`src/rtl/ssp_pkg.sv`:
```
package ssp_pkg;
  typedef enum logic [2:0] {
    TR_IDLE,
    TR_NEW,
    TR_JOIN_LD,
    TR_JOIN_ST,
    TR_MOVE_ST,
    TR_MOVE_LD
  } train_e;
endpackage

```
`src/rtl/ssp_ssit.sv`:
```
module ssp_ssit #(
  parameter int PC_W   = 32,
  parameter int DEPTH  = 64,
  parameter int SSID_W = 4,
  parameter int NRD    = 5,
  parameter int IDX_W  = $clog2(DEPTH)
) (
  input  logic                          clk_i,
  input  logic                          rst_ni,
  input  logic                          clear_i,
  input  logic [NRD-1:0][PC_W-1:0]      rd_pc_i,
  output logic [NRD-1:0]                rd_vld_o,
  output logic [NRD-1:0][SSID_W-1:0]    rd_id_o,
  output logic [NRD-1:0][IDX_W-1:0]     rd_idx_o,
  input  logic [1:0]                    wr_en_i,
  input  logic [1:0][IDX_W-1:0]         wr_idx_i,
  input  logic [SSID_W-1:0]             wr_id_i
);
  logic [DEPTH-1:0]  vld_q;
  logic [SSID_W-1:0] id_q [DEPTH];

  for (genvar r = 0; r < NRD; r++) begin : g_rd
    logic [IDX_W-1:0] idx;
    assign idx         = rd_pc_i[r][IDX_W+1:2];
    assign rd_idx_o[r] = idx;
    assign rd_vld_o[r] = vld_q[idx];
    assign rd_id_o[r]  = id_q[idx];
  end

  always_ff @(posedge clk_i or negedge rst_ni) begin
    if (!rst_ni)      vld_q <= '0;
    else if (clear_i) vld_q <= '0;
    else begin
      if (wr_en_i[0]) vld_q[wr_idx_i[0]] <= 1'b1;
      if (wr_en_i[1]) vld_q[wr_idx_i[1]] <= 1'b1;
    end
  end

  always_ff @(posedge clk_i) begin
    for (int w = 0; w < 2; w++)
      if (wr_en_i[w]) id_q[wr_idx_i[w]] <= wr_id_i;
  end
endmodule

```
`src/rtl/ssp_ctr.sv`:
```
module ssp_ctr #(
  parameter int N      = 16,
  parameter int SSID_W = 4,
  parameter int CNT_W  = 7
) (
  input  logic                      clk_i,
  input  logic                      rst_ni,
  input  logic                      inc_en_i,
  input  logic [SSID_W-1:0]         inc_id_i,
  input  logic                      dec_en_i,
  input  logic [SSID_W-1:0]         dec_id_i,
  output logic [N-1:0][CNT_W-1:0]   cnt_o
);
  for (genvar s = 0; s < N; s++) begin : g_set
    logic [CNT_W-1:0] cnt_q;
    logic inc_s, dec_s;
    assign inc_s    = inc_en_i && (inc_id_i == SSID_W'(s));
    assign dec_s    = dec_en_i && (dec_id_i == SSID_W'(s));
    assign cnt_o[s] = cnt_q;

    // inc and dec of the same set cancel; saturate both ways
    always_ff @(posedge clk_i or negedge rst_ni) begin
      if (!rst_ni) cnt_q <= '0;
      else if (inc_s && !dec_s && cnt_q != '1) cnt_q <= cnt_q + 1'b1;
      else if (dec_s && !inc_s && cnt_q != '0) cnt_q <= cnt_q - 1'b1;
    end
  end
endmodule

```
`src/rtl/ssp_lfst.sv`:
```
module ssp_lfst #(
  parameter int N      = 16,
  parameter int SSID_W = 4,
  parameter int SEQ_W  = 16
) (
  input  logic              clk_i,
  input  logic              rst_ni,
  input  logic              clear_i,
  input  logic              disp_en_i,
  input  logic [SSID_W-1:0] disp_id_i,
  input  logic [SEQ_W-1:0]  disp_seq_i,
  input  logic              iss_en_i,
  input  logic [SSID_W-1:0] iss_id_i,
  input  logic [SEQ_W-1:0]  iss_seq_i,
  input  logic              sq_en_i,
  input  logic [SEQ_W-1:0]  sq_seq_i,
  input  logic [SSID_W-1:0] rd_id_i,
  output logic              rd_vld_o,
  output logic [SEQ_W-1:0]  rd_seq_o
);
  logic [N-1:0]            vld_all;
  logic [N-1:0][SEQ_W-1:0] seq_all;

  for (genvar e = 0; e < N; e++) begin : g_ent
    logic             vld_q;
    logic [SEQ_W-1:0] seq_q;
    logic disp_s, iss_s, sq_s;
    assign disp_s     = disp_en_i && (disp_id_i == SSID_W'(e));
    assign iss_s      = iss_en_i && (iss_id_i == SSID_W'(e)) && (seq_q == iss_seq_i);
    assign sq_s       = sq_en_i && (seq_q >= sq_seq_i);
    assign vld_all[e] = vld_q;
    assign seq_all[e] = seq_q;

    // priority: clear > dispatch > squash > issue release
    always_ff @(posedge clk_i or negedge rst_ni) begin
      if (!rst_ni) begin
        vld_q <= 1'b0;
        seq_q <= '0;
      end else if (clear_i) begin
        vld_q <= 1'b0;
      end else if (disp_s) begin
        vld_q <= 1'b1;
        seq_q <= disp_seq_i;
      end else if (sq_s || iss_s) begin
        vld_q <= 1'b0;
      end
    end
  end

  assign rd_vld_o = vld_all[rd_id_i];
  assign rd_seq_o = seq_all[rd_id_i];
endmodule

```
`src/rtl/ssp_train.sv`:
```
module ssp_train import ssp_pkg::*; #(
  parameter int SSID_W = 4,
  parameter int CNT_W  = 7
) (
  input  logic              en_i,
  input  logic              ld_vld_i,
  input  logic              st_vld_i,
  input  logic [SSID_W-1:0] ld_id_i,
  input  logic [SSID_W-1:0] st_id_i,
  input  logic [SSID_W-1:0] new_id_i,
  input  logic [CNT_W-1:0]  ld_cnt_i,
  input  logic [CNT_W-1:0]  st_cnt_i,
  output logic              wr_ld_o,
  output logic              wr_st_o,
  output logic [SSID_W-1:0] wr_id_o,
  output logic              inc_en_o,
  output logic [SSID_W-1:0] inc_id_o,
  output logic              dec_en_o,
  output logic [SSID_W-1:0] dec_id_o
);
  train_e kind;

  always_comb begin
    if (!en_i)                      kind = TR_IDLE;
    else if (!ld_vld_i && !st_vld_i) kind = TR_NEW;
    else if (!st_vld_i)             kind = TR_JOIN_LD;
    else if (!ld_vld_i)             kind = TR_JOIN_ST;
    else if (ld_cnt_i > st_cnt_i)   kind = TR_MOVE_ST;
    else                            kind = TR_MOVE_LD;
  end

  always_comb begin
    wr_ld_o  = 1'b0;
    wr_st_o  = 1'b0;
    wr_id_o  = '0;
    inc_en_o = 1'b0;
    inc_id_o = '0;
    dec_en_o = 1'b0;
    dec_id_o = '0;
    case (kind)
      TR_NEW: begin
        wr_ld_o = 1'b1; wr_st_o = 1'b1; wr_id_o = new_id_i;
        inc_en_o = 1'b1; inc_id_o = new_id_i;
      end
      TR_JOIN_LD: begin
        wr_st_o = 1'b1; wr_id_o = ld_id_i;
        inc_en_o = 1'b1; inc_id_o = ld_id_i;
      end
      TR_JOIN_ST: begin
        wr_ld_o = 1'b1; wr_id_o = st_id_i;
      end
      TR_MOVE_ST: begin
        wr_st_o = 1'b1; wr_id_o = ld_id_i;
        inc_en_o = 1'b1; inc_id_o = ld_id_i;
        dec_en_o = 1'b1; dec_id_o = st_id_i;
      end
      TR_MOVE_LD: begin
        wr_ld_o = 1'b1; wr_id_o = st_id_i;
        inc_en_o = 1'b1; inc_id_o = st_id_i;
        dec_en_o = 1'b1; dec_id_o = ld_id_i;
      end
      default: ;
    endcase
  end
endmodule

```
`src/rtl/store_set_pred.sv`:
```
module store_set_pred #(
  parameter int PC_W       = 32,
  parameter int SEQ_W      = 16,
  parameter int SSIT_DEPTH = 64,
  parameter int LFST_DEPTH = 16
) (
  input  logic             clk_i,
  input  logic             rst_ni,
  input  logic             viol_valid_i,
  input  logic [PC_W-1:0]  viol_ld_pc_i,
  input  logic [PC_W-1:0]  viol_st_pc_i,
  input  logic             disp_valid_i,
  input  logic [PC_W-1:0]  disp_pc_i,
  input  logic [SEQ_W-1:0] disp_seq_i,
  input  logic [PC_W-1:0]  look_pc_i,
  output logic [SEQ_W-1:0] look_seq_o,
  output logic             look_hit_o,
  input  logic             iss_valid_i,
  input  logic [PC_W-1:0]  iss_pc_i,
  input  logic [SEQ_W-1:0] iss_seq_i,
  input  logic             iss_is_store_i,
  input  logic             squash_valid_i,
  input  logic [SEQ_W-1:0] squash_seq_i,
  input  logic             clear_i
);
  localparam int IDX_W  = $clog2(SSIT_DEPTH);
  localparam int SSID_W = $clog2(LFST_DEPTH);
  localparam int CNT_W  = $clog2(SSIT_DEPTH + 1);
  localparam int NRD    = 5;
  localparam int P_LD = 0, P_ST = 1, P_DSP = 2, P_ISS = 3, P_LK = 4;

  if (SSIT_DEPTH != (1 << IDX_W) || LFST_DEPTH != (1 << SSID_W) ||
      LFST_DEPTH > SSIT_DEPTH) begin : g_bad_cfg
    $error("store_set_pred: depths must be powers of two, LFST_DEPTH <= SSIT_DEPTH");
  end

  logic [NRD-1:0][PC_W-1:0]   rd_pc;
  logic [NRD-1:0]             rd_vld;
  logic [NRD-1:0][SSID_W-1:0] rd_id;
  logic [NRD-1:0][IDX_W-1:0]  rd_idx;

  logic                       wr_ld, wr_st;
  logic [SSID_W-1:0]          wr_id;
  logic                       inc_en, dec_en;
  logic [SSID_W-1:0]          inc_id, dec_id;
  logic [LFST_DEPTH-1:0][CNT_W-1:0] cnt;

  logic                       lf_vld;
  logic [SEQ_W-1:0]           lf_seq;

  assign rd_pc = {look_pc_i, iss_pc_i, disp_pc_i, viol_st_pc_i, viol_ld_pc_i};

  ssp_ssit #(
    .PC_W(PC_W), .DEPTH(SSIT_DEPTH), .SSID_W(SSID_W), .NRD(NRD), .IDX_W(IDX_W)
  ) u_ssit (
    .clk_i, .rst_ni, .clear_i,
    .rd_pc_i  (rd_pc),
    .rd_vld_o (rd_vld),
    .rd_id_o  (rd_id),
    .rd_idx_o (rd_idx),
    .wr_en_i  ({wr_st, wr_ld}),
    .wr_idx_i ({rd_idx[P_ST], rd_idx[P_LD]}),
    .wr_id_i  (wr_id)
  );

  ssp_train #(.SSID_W(SSID_W), .CNT_W(CNT_W)) u_train (
    .en_i     (viol_valid_i),
    .ld_vld_i (rd_vld[P_LD]),
    .st_vld_i (rd_vld[P_ST]),
    .ld_id_i  (rd_id[P_LD]),
    .st_id_i  (rd_id[P_ST]),
    .new_id_i (rd_idx[P_LD][SSID_W-1:0]),
    .ld_cnt_i (cnt[rd_id[P_LD]]),
    .st_cnt_i (cnt[rd_id[P_ST]]),
    .wr_ld_o  (wr_ld),
    .wr_st_o  (wr_st),
    .wr_id_o  (wr_id),
    .inc_en_o (inc_en),
    .inc_id_o (inc_id),
    .dec_en_o (dec_en),
    .dec_id_o (dec_id)
  );

  ssp_ctr #(.N(LFST_DEPTH), .SSID_W(SSID_W), .CNT_W(CNT_W)) u_ctr (
    .clk_i, .rst_ni,
    .inc_en_i (inc_en),
    .inc_id_i (inc_id),
    .dec_en_i (dec_en),
    .dec_id_i (dec_id),
    .cnt_o    (cnt)
  );

  ssp_lfst #(.N(LFST_DEPTH), .SSID_W(SSID_W), .SEQ_W(SEQ_W)) u_lfst (
    .clk_i, .rst_ni, .clear_i,
    .disp_en_i  (disp_valid_i && rd_vld[P_DSP]),
    .disp_id_i  (rd_id[P_DSP]),
    .disp_seq_i (disp_seq_i),
    .iss_en_i   (iss_valid_i && iss_is_store_i && rd_vld[P_ISS]),
    .iss_id_i   (rd_id[P_ISS]),
    .iss_seq_i  (iss_seq_i),
    .sq_en_i    (squash_valid_i),
    .sq_seq_i   (squash_seq_i),
    .rd_id_i    (rd_id[P_LK]),
    .rd_vld_o   (lf_vld),
    .rd_seq_o   (lf_seq)
  );

  assign look_hit_o = rd_vld[P_LK] && lf_vld;
  assign look_seq_o = look_hit_o ? lf_seq : '0;
endmodule

```
`config.mk`:
```
export PLATFORM = sky130hd
export DESIGN_NAME = store_set_pred
export DESIGN_NICKNAME = d
export VERILOG_FILES = /design/src/rtl/ssp_pkg.sv /design/src/rtl/ssp_ssit.sv /design/src/rtl/ssp_ctr.sv /design/src/rtl/ssp_lfst.sv /design/src/rtl/ssp_train.sv /design/src/rtl/store_set_pred.sv
export SDC_FILE = /design/constraint.sdc
export NUM_CORES = 2
export LEC_CHECK = 0
export ABC_AREA = 1
export CAP_MARGIN = 20
export CORE_UTILIZATION = 25
export DETAILED_ROUTE_END_ITERATION = 16
export DONT_BUFFER_PORTS = 1
export PLACE_DENSITY_LB_ADDON = 0.1
export RECOVER_POWER = 25
export SETUP_SLACK_MARGIN = 0.05
export SLEW_MARGIN = 25
export SYNTH_ARGS = -nofsm -noshare
export SYNTH_HDL_FRONTEND = slang
export SYNTH_SLANG_ARGS = --single-unit
```
`constraint.sdc`:
```
create_clock -name clk_i -period 6.5 [get_ports clk_i]
set_input_delay 0.65 -clock clk_i [delete_from_list [all_inputs] [get_ports clk_i]]
set_output_delay 0.65 -clock clk_i [all_outputs]
set_load 0.05 [all_outputs]
```
# Word level (Yosys, flattened, before mapping)
# Memory sizes are Yosys's and may differ from the RTL's.
# Index checks and enable logic that the tools add are counted.
# totals
ff_bits	448
ram_bits	256
out_inout_bits	17
wordCells	623
mem_count	1
# op_classes
n_addsub	32
order_cmp	27
n_eq_ne	97
muxes	123
n_bitwise	3
reduce_logical	291
# memory_table
name	words	width	read_ports	rd_ports_with_merged_regs	write_ports	line	rtl
u_ssit.id_q	64	4	5	0	2	ssp_ssit.sv:20	logic [SSID_W-1:0] id_q [DEPTH];
# op_table
operator	n
== test 16 bit	16
>= comparator 16 bit	16
2-to-1 mux 64 bit	4
2-to-1 mux 7 bit	34
logical AND 1 bit	167
== test 4 bit, second input constant	32
OR 64 bit	2
adder 7 x 1 -> 7 bit, second input constant	16
!= test 7 bit, second input constant	16
nonzero test 7 bit	16
subtractor 7 x 1 -> 7 bit, second input constant	16
2-to-1 mux 1 bit	65
binary-select mux 16 bit (select 4 bit)	1
== test 4 x 3 -> 1 bit, second input constant	16
binary-select mux 7 bit (select 4 bit)	2
nonzero test 3 bit	16
less-than comparator 6 x 7 -> 1 bit, second input constant	5
logical NOT 1 bit	34
== test 4 x 2 -> 1 bit, second input constant	8
2-to-1 mux 16 bit	2
AND reduction 2 bit	16
nonzero test 2 bit	16
binary-select mux 1 bit (select 6 bit)	5
case mux 4 bit (3 select lines)	2
other kinds (17)	50

# Logic depth before layout (Yosys ltp)
# An unclocked memory read counts as a cell.
# logic_depth
depth_word	19
depth_mapped	50
ltp_nobuf	45

# Hierarchy
# Synthesis repeated with hierarchy kept, for this count alone.
# unflattened
cells_unflattened	9918
area_unflattened_um2	63000.4
# modules_own_cells
module	instances	cells_per_inst	area_per_inst_um2	seq_area_each_um2
ssp_ssit	1	4356	27380.0	9288.9
ssp_lfst	1	3523	23040.8	6806.5
ssp_ctr	1	1312	9335.2	2802.7
store_set_pred	1	632	2723.9	0.0
ssp_train	1	95	520.5	0.0

# Least setup slack after synthesis
# No wires, ideal clock.
# synth_path
kind	input to register
start	in viol_st_pc_i[2]
end	mem u_ssit.id_q[0][0] (data pin)
setup_ps	542
t_arrival_ps	5904
required_ps	5958
path_slack_ps	53
cell_stages	31
path_buffers	7
path_cell_list	buf_6 > buf_4 > buf_4 > buf_2 > o21ai_0 > nand2_1 > nand2_1 > nand2_1 > nand2_1 > nand2_1 > nand2_1 > nor2_1 > nand2_1 > clkbuf_1 > clkbuf_1 > nand2_1 > o211ai_1 > nand3_1 > nand3_1 > nand2_1 > ha_1 > a21oi_1 > o21ai_0 > nand2_1 > nand3_1 > a21boi_0 > nand3_2 > nand2_4 > buf_6 > nand2_1 > o211ai_1
# synth_lines
element	line	rtl
from (decl)	store_set_pred.sv:11	input logic [PC_W-1:0] viol_st_pc_i,
to (decl)	ssp_ssit.sv:20	

==> impl_results.html <==
<table>
<tr><th>Metric</th><th>Value</th></tr>
<tr><th colspan="2">Critical path</th></tr>
<tr><td>Cell type of the slowest stage on the worst timing path</td><td>sky130_fd_sc_hd__edfxtp_1</td></tr>
<tr><td>Category of the critical setup timing path</td><td>flop to flop</td></tr>
<tr><td>Kind of end point of the critical path</td><td>flop</td></tr>
<tr><td>Critical register-to-register path startpoint</td><td>u_ssit.id_q[51][1]</td></tr>
<tr><td>Required time reported for the critical path endpoint</td><td>7.15 ns</td></tr>
<tr><td>CP max FO</td><td>25</td></tr>
<tr><td>Crit path buf inv count</td><td>9</td></tr>
<tr><td>Cell class contributing the biggest share of worst-path delay</td><td>simple AND/OR/NAND/NOR gates</td></tr>
<tr><td>Worst stage delay on the critical path</td><td>0.35 ns</td></tr>
<tr><td>Worst-case reg-to-reg path depth</td><td>43</td></tr>
<tr><td>Startpoint Class</td><td>flop</td></tr>
<tr><td>Most Frequent Cell on Critical Path</td><td>sky130_fd_sc_hd__nand2_1</td></tr>
<tr><td>Setup slack of the most critical reg-to-reg path</td><td>0.25 ns</td></tr>
<tr><td>R2R Path End</td><td>u_ctr.g_set[6].cnt_q[5]</td></tr>
<tr><td>WP data arrival</td><td>6.90 ns</td></tr>
<tr><th colspan="2">Floorplanning</th></tr>
<tr><td>Count of pins on the block boundary</td><td>233</td></tr>
<tr><td>Vertical die dimension</td><td>486.0 microns</td></tr>
<tr><td>Row count</td><td>177</td></tr>
<tr><td>Starting Density</td><td>0.2516</td></tr>
<tr><td>Width of the chip</td><td>486.0 microns</td></tr>
<tr><td>Floorplan Core Area</td><td>232800 sq um</td></tr>
<tr><td>Die area</td><td>236200 sq um</td></tr>
<tr><th colspan="2">Synth</th></tr>
<tr><td>Mean Syn Cell Area</td><td>6.889 sq um</td></tr>
<tr><td>Portion of synthesized cell area occupied by the leading cell type</td><td>0.1914</td></tr>
<tr><td>Post-synthesis instance total</td><td>8501</td></tr>
<tr><td>Synth async-reset ratio</td><td>0.6364</td></tr>
<tr><td>Register area share after synthesis</td><td>0.3227</td></tr>
<tr><td>Post-synth top cells</td><td>sky130_fd_sc_hd__nand2_1 (2351), sky130_fd_sc_hd__o21ai_0 (1237), sky130_fd_sc_hd__nand3_1 (628)</td></tr>
<tr><td>Total nets after synthesis</td><td>9077</td></tr>
<tr><td>Number of unique standard cell types used by synthesis</td><td>61</td></tr>
<tr><td>Top-count cell post-synth</td><td>sky130_fd_sc_hd__nand2_1</td></tr>
<tr><td>Cell taking the most area after synthesis</td><td>sky130_fd_sc_hd__dfrtp_1</td></tr>
<tr><td>Biggest area contributors in the synthesized netlist</td><td>sky130_fd_sc_hd__dfrtp_1 (19%), sky130_fd_sc_hd__nand2_1 (15%), sky130_fd_sc_hd__edfxtp_1 (13%), sky130_fd_sc_hd__o21ai_0 (11%), sky130_fd_sc_hd__ha_1 (7.3%)</td></tr>
<tr><td>Number of synthesized register bits</td><td>704</td></tr>
<tr><td>Most instantiated flip-flop cell in the synthesis netlist</td><td>sky130_fd_sc_hd__dfrtp_1</td></tr>
<tr><td>Syn. warnings</td><td>0</td></tr>
<tr><td>EDFF count, synth</td><td>256</td></tr>
<tr><td>Synthesized area</td><td>58560 sq um</td></tr>
<tr><th colspan="2">Placed design</th></tr>
<tr><td>Half-perimeter wire length of the detailed placement result</td><td>205000 microns</td></tr>
<tr><td>Worst slack at placement</td><td>-0.7388 ns</td></tr>
<tr><td>Global placer's final weighted congestion</td><td>0.9517</td></tr>
<tr><td>Instance count after placement with tap cells included</td><td>11671</td></tr>
<tr><td>Port Buffers</td><td>0</td></tr>
<tr><th colspan="2">CTS</th></tr>
<tr><td>Number of clock buffers inserted by TritonCTS</td><td>102</td></tr>
<tr><td>H-tree depth</td><td>3</td></tr>
<tr><td>Maximum count of clock buffers along a single path</td><td>3</td></tr>
<tr><td>Clk root buf</td><td>sky130_fd_sc_hd__clkbuf_16</td></tr>
<tr><td>Clock network latency to the later pin of the worst-skew pair</td><td>0.78 ns</td></tr>
<tr><td>TritonCTS clock tree</td><td>done</td></tr>
<tr><td>Sink Count</td><td>704</td></tr>
<tr><td>Clock transition at the register clock pins on the worst setup and hold paths after CTS</td><td>0.06 ns</td></tr>
<tr><th colspan="2">Status</th></tr>
<tr><td>Violated checks</td><td>max-capacitance violations, max-slew violations</td></tr>
<tr><td>Run status</td><td>complete, but fails checks</td></tr>
<tr><th colspan="2">Global route</th></tr>
<tr><td>Routing layer with the top usage in global route</td><td>met2</td></tr>
<tr><td>Met3 capacity usage during global routing</td><td>0.03576</td></tr>
<tr><td>Gr usage total</td><td>0.2504</td></tr>
<tr><td>Met2 track demand over resource in global routing</td><td>0.4067</td></tr>
<tr><td>Remaining global-route overflow</td><td>0</td></tr>
<tr><td>First-pass GRT wire length</td><td>432500 microns</td></tr>
<tr><td>Antenna violations before repair</td><td>17</td></tr>
<tr><td>Met1 usage</td><td>0.3238</td></tr>
<tr><td>Number of global-route vias before repair</td><td>58718</td></tr>
<tr><td>Maximum number of pins on one net before global-route repair</td><td>449</td></tr>
<tr><th colspan="2">Layout</th></tr>
<tr><td>Final Instance Count excl. Fillers</td><td>11887</td></tr>
<tr><td>Layout filler cell count</td><td>25394</td></tr>
<tr><td>Proportion of layout cells with a drive suffix above 1</td><td>0.1124</td></tr>
<tr><td>Layout net count</td><td>9242</td></tr>
<tr><td>Final core utilization</td><td>0.2992</td></tr>
<tr><td>Storage element area</td><td>18900 sq um</td></tr>
<tr><td>Multi-input gate area in the final layout</td><td>35730 sq um</td></tr>
<tr><td>Area added between synthesis and finish</td><td>18.92%</td></tr>
<tr><th colspan="2">STA</th></tr>
<tr><td>Final setup TNS</td><td>0 ns</td></tr>
<tr><td>Transition time of the tightest slew-check pin</td><td>2.833 ns</td></tr>
<tr><td>Worst slew slack as a fraction of its limit</td><td>-0.8889</td></tr>
<tr><td>Final critical-path setup slack</td><td>0.2517 ns</td></tr>
<tr><td>Setup violations, final</td><td>0</td></tr>
<tr><td>Clock period minus final worst setup slack</td><td>6.248 ns</td></tr>
<tr><td>Final critical-path share of the clock period</td><td>0.9613</td></tr>
<tr><td>Setup clock skew after layout</td><td>0.04432 ns</td></tr>
<tr><td>Final Max Slew Viols</td><td>194</td></tr>
<tr><td>Final-report hold violation count</td><td>0</td></tr>
<tr><td>Maximum clock frequency</td><td>160.0 MHz</td></tr>
<tr><td>RSZ-0062 raised after global routing</td><td>true</td></tr>
<tr><th colspan="2">Power and ir drop</th></tr>
<tr><td>Reg power frac</td><td>0.336</td></tr>
<tr><td>Highest ir drop seen on vdd</td><td>0.0002185 V</td></tr>
<tr><td>Standby leakage power</td><td>30.54 nW</td></tr>
<tr><td>Internal power</td><td>0.01140 W</td></tr>
<tr><td>Switching power summed over all nets</td><td>0.007574 W</td></tr>
<tr><td>Power, Total</td><td>0.01897 W</td></tr>
<tr><td>Clk network pwr share</td><td>0.302</td></tr>
<tr><td>Sw frac</td><td>0.3993</td></tr>
<tr><td>Total power per unit cell area</td><td>272.4 nW/um^2</td></tr>
<tr><td>Part of the total power dissipated in combinational logic</td><td>0.362</td></tr>
<tr><th colspan="2">Drt</th></tr>
<tr><td>Wirelength per Cell</td><td>25.59 microns</td></tr>
<tr><td>Number of DRC violations after detailed routing</td><td>0</td></tr>
<tr><td>Via-per-instance ratio</td><td>5.239</td></tr>
<tr><td>Drt total wl</td><td>304200 microns</td></tr>
<tr><td>Detailed-route via count</td><td>62281</td></tr>
<tr><td>Antenna Nets Post-Route</td><td>0</td></tr>
<tr><td>Number of iterations in the first detailed-routing pass</td><td>8</td></tr>
<tr><td>Drt initial violations</td><td>5744</td></tr>
<tr><th colspan="2">Run</th></tr>
<tr><td>Max Cap Violations</td><td>2</td></tr>
<tr><th colspan="2">Hold path</th></tr>
<tr><td>Worst min-delay path category</td><td>input port to flop</td></tr>
<tr><td>WHS Path Cells</td><td>3</td></tr>
<tr><td>Hold Crit Endpoint</td><td>u_lfst.g_ent[9].vld_q</td></tr>
<tr><td>Min-delay src</td><td>squash_valid_i</td></tr>
</table>
registers in the layout (all words and copies together) (netlist names):
| register | flops |
|---|---|
| u_ssit.vld_q | 64 |
| u_ctr.g_set.cnt_q | 112 |
| u_ssit.id_q | 256 |
| u_lfst.g_ent.seq_q | 256 |
| u_lfst.g_ent.vld_q | 16 |
worst max path at each step:
stage	from	to	cells past startpoint
global placement	viol_ld_pc_i[2]	u_ctr.g_set[6].cnt_q[6]	44
CTS	u_ssit.id_q[53][0]	u_ctr.g_set[5].cnt_q[5]	44
finish	u_ssit.id_q[51][1]	u_ctr.g_set[6].cnt_q[5]	43
global route	u_ssit.id_q[55][1]	u_ctr.g_set[6].cnt_q[6]	48
floorplan	viol_st_pc_i[2]	u_ssit.id_q[0][0]	31
detailed placement	viol_ld_pc_i[3]	u_ctr.g_set[5].cnt_q[5]	47
stage by stage:
stage               hold slack (ns)  cell area [sq um]
finish                      0.09497              69640
floorplan                    0.3544              58560
detailed placement           0.3670              65540
global placement             0.3645              65530
global route                0.04989              69630
CTS                         -0.4745              68970
power by group through the flow:
stage / clock network, W / registers, W / logic, W
6_report: 0.00573 / 0.00638 / 0.00686
5_1_grt: 0.00603 / 0.00647 / 0.00764
4_1_cts: 0.00589 / 0.00635 / 0.00660
3_5_place_dp: 0 / 0.00643 / 0.00655
3_3_place_gp: 0 / 0.00643 / 0.00647
2_1_floorplan: 0 / 0.00606 / 0.00425
per-layer routing:
layer,wire [microns],share of wire,vias up
met3,19030,0.063,536
met5,26,0.000085,-
met1,129800,0.43,30054
li1,-,-,29343
met2,139000,0.46,2344
met4,16320,0.054,4
logic make-up after synthesis:
logic type / share of synthesized area
fa+ha+maj: 0.07897
compound gates: 0.2089
buf+inv: 0.07788
xor+xnor: 0.03664
simple gates: 0.2749
flops: 0.3227
final cells by class:
type | instances | share of cell area
antenna | 10 | 0.0003593
timing repair buffer | 607 | 0.08013
tap | 3132 | 0.05627
sequential | 704 | 0.2714
multi-input combinational | 6673 | 0.5130
clock inverter | 37 | 0.005713
inverter | 578 | 0.03148
clock buffer | 146 | 0.04165
repair_timing:
| item | 4_1_cts | 5_1_grt |
|---|---|---|
| buffers inserted | 3 | 9 |
| hold buffers | 5 | 2 |
| pin swaps | 1 | 25 |
| cloned | 0 | 1 |
| endpoints found under the setup margin | 46 | 69 |
| hold endpoints to repair | 516 | 57 |
| gates resized for setup | 9 | 120 |
worst register-to-register path, delay by kind of cell, from the launching register on:
kind | cells | cell delay [ns]
AOI/OAI and AO/OA | 7 | 1.00
xor gates and xnor gates | 1 | 0.14
adders and majority gates | 2 | 0.60
buffers and inverters | 9 | 1.40
DFF | 1 | 0.35
and+or+nand+nor | 24 | 2.68
cell usage in the layout (no fill, tap or decap), types with 104 or more instances in the layout:
cell type / Yosys / routed
sky130_fd_sc_hd__nand2_1: 2351 / 2322
sky130_fd_sc_hd__o21ai_0: 1237 / 1230
sky130_fd_sc_hd__nand3_1: 628 / 624
sky130_fd_sc_hd__inv_1: 551 / 540
sky130_fd_sc_hd__nor2_1: 540 / 526
sky130_fd_sc_hd__buf_4: 30 / 517
sky130_fd_sc_hd__a21oi_1: 498 / 482
sky130_fd_sc_hd__dfrtp_1: 448 / 448
sky130_fd_sc_hd__ha_1: 344 / 333
sky130_fd_sc_hd__edfxtp_1: 256 / 256
sky130_fd_sc_hd__xor2_1: 191 / 191
sky130_fd_sc_hd__o211ai_1: 157 / 157
sky130_fd_sc_hd__clkbuf_16: 0 / 104
Note: power is estimated with default switching activity, not from simulation.
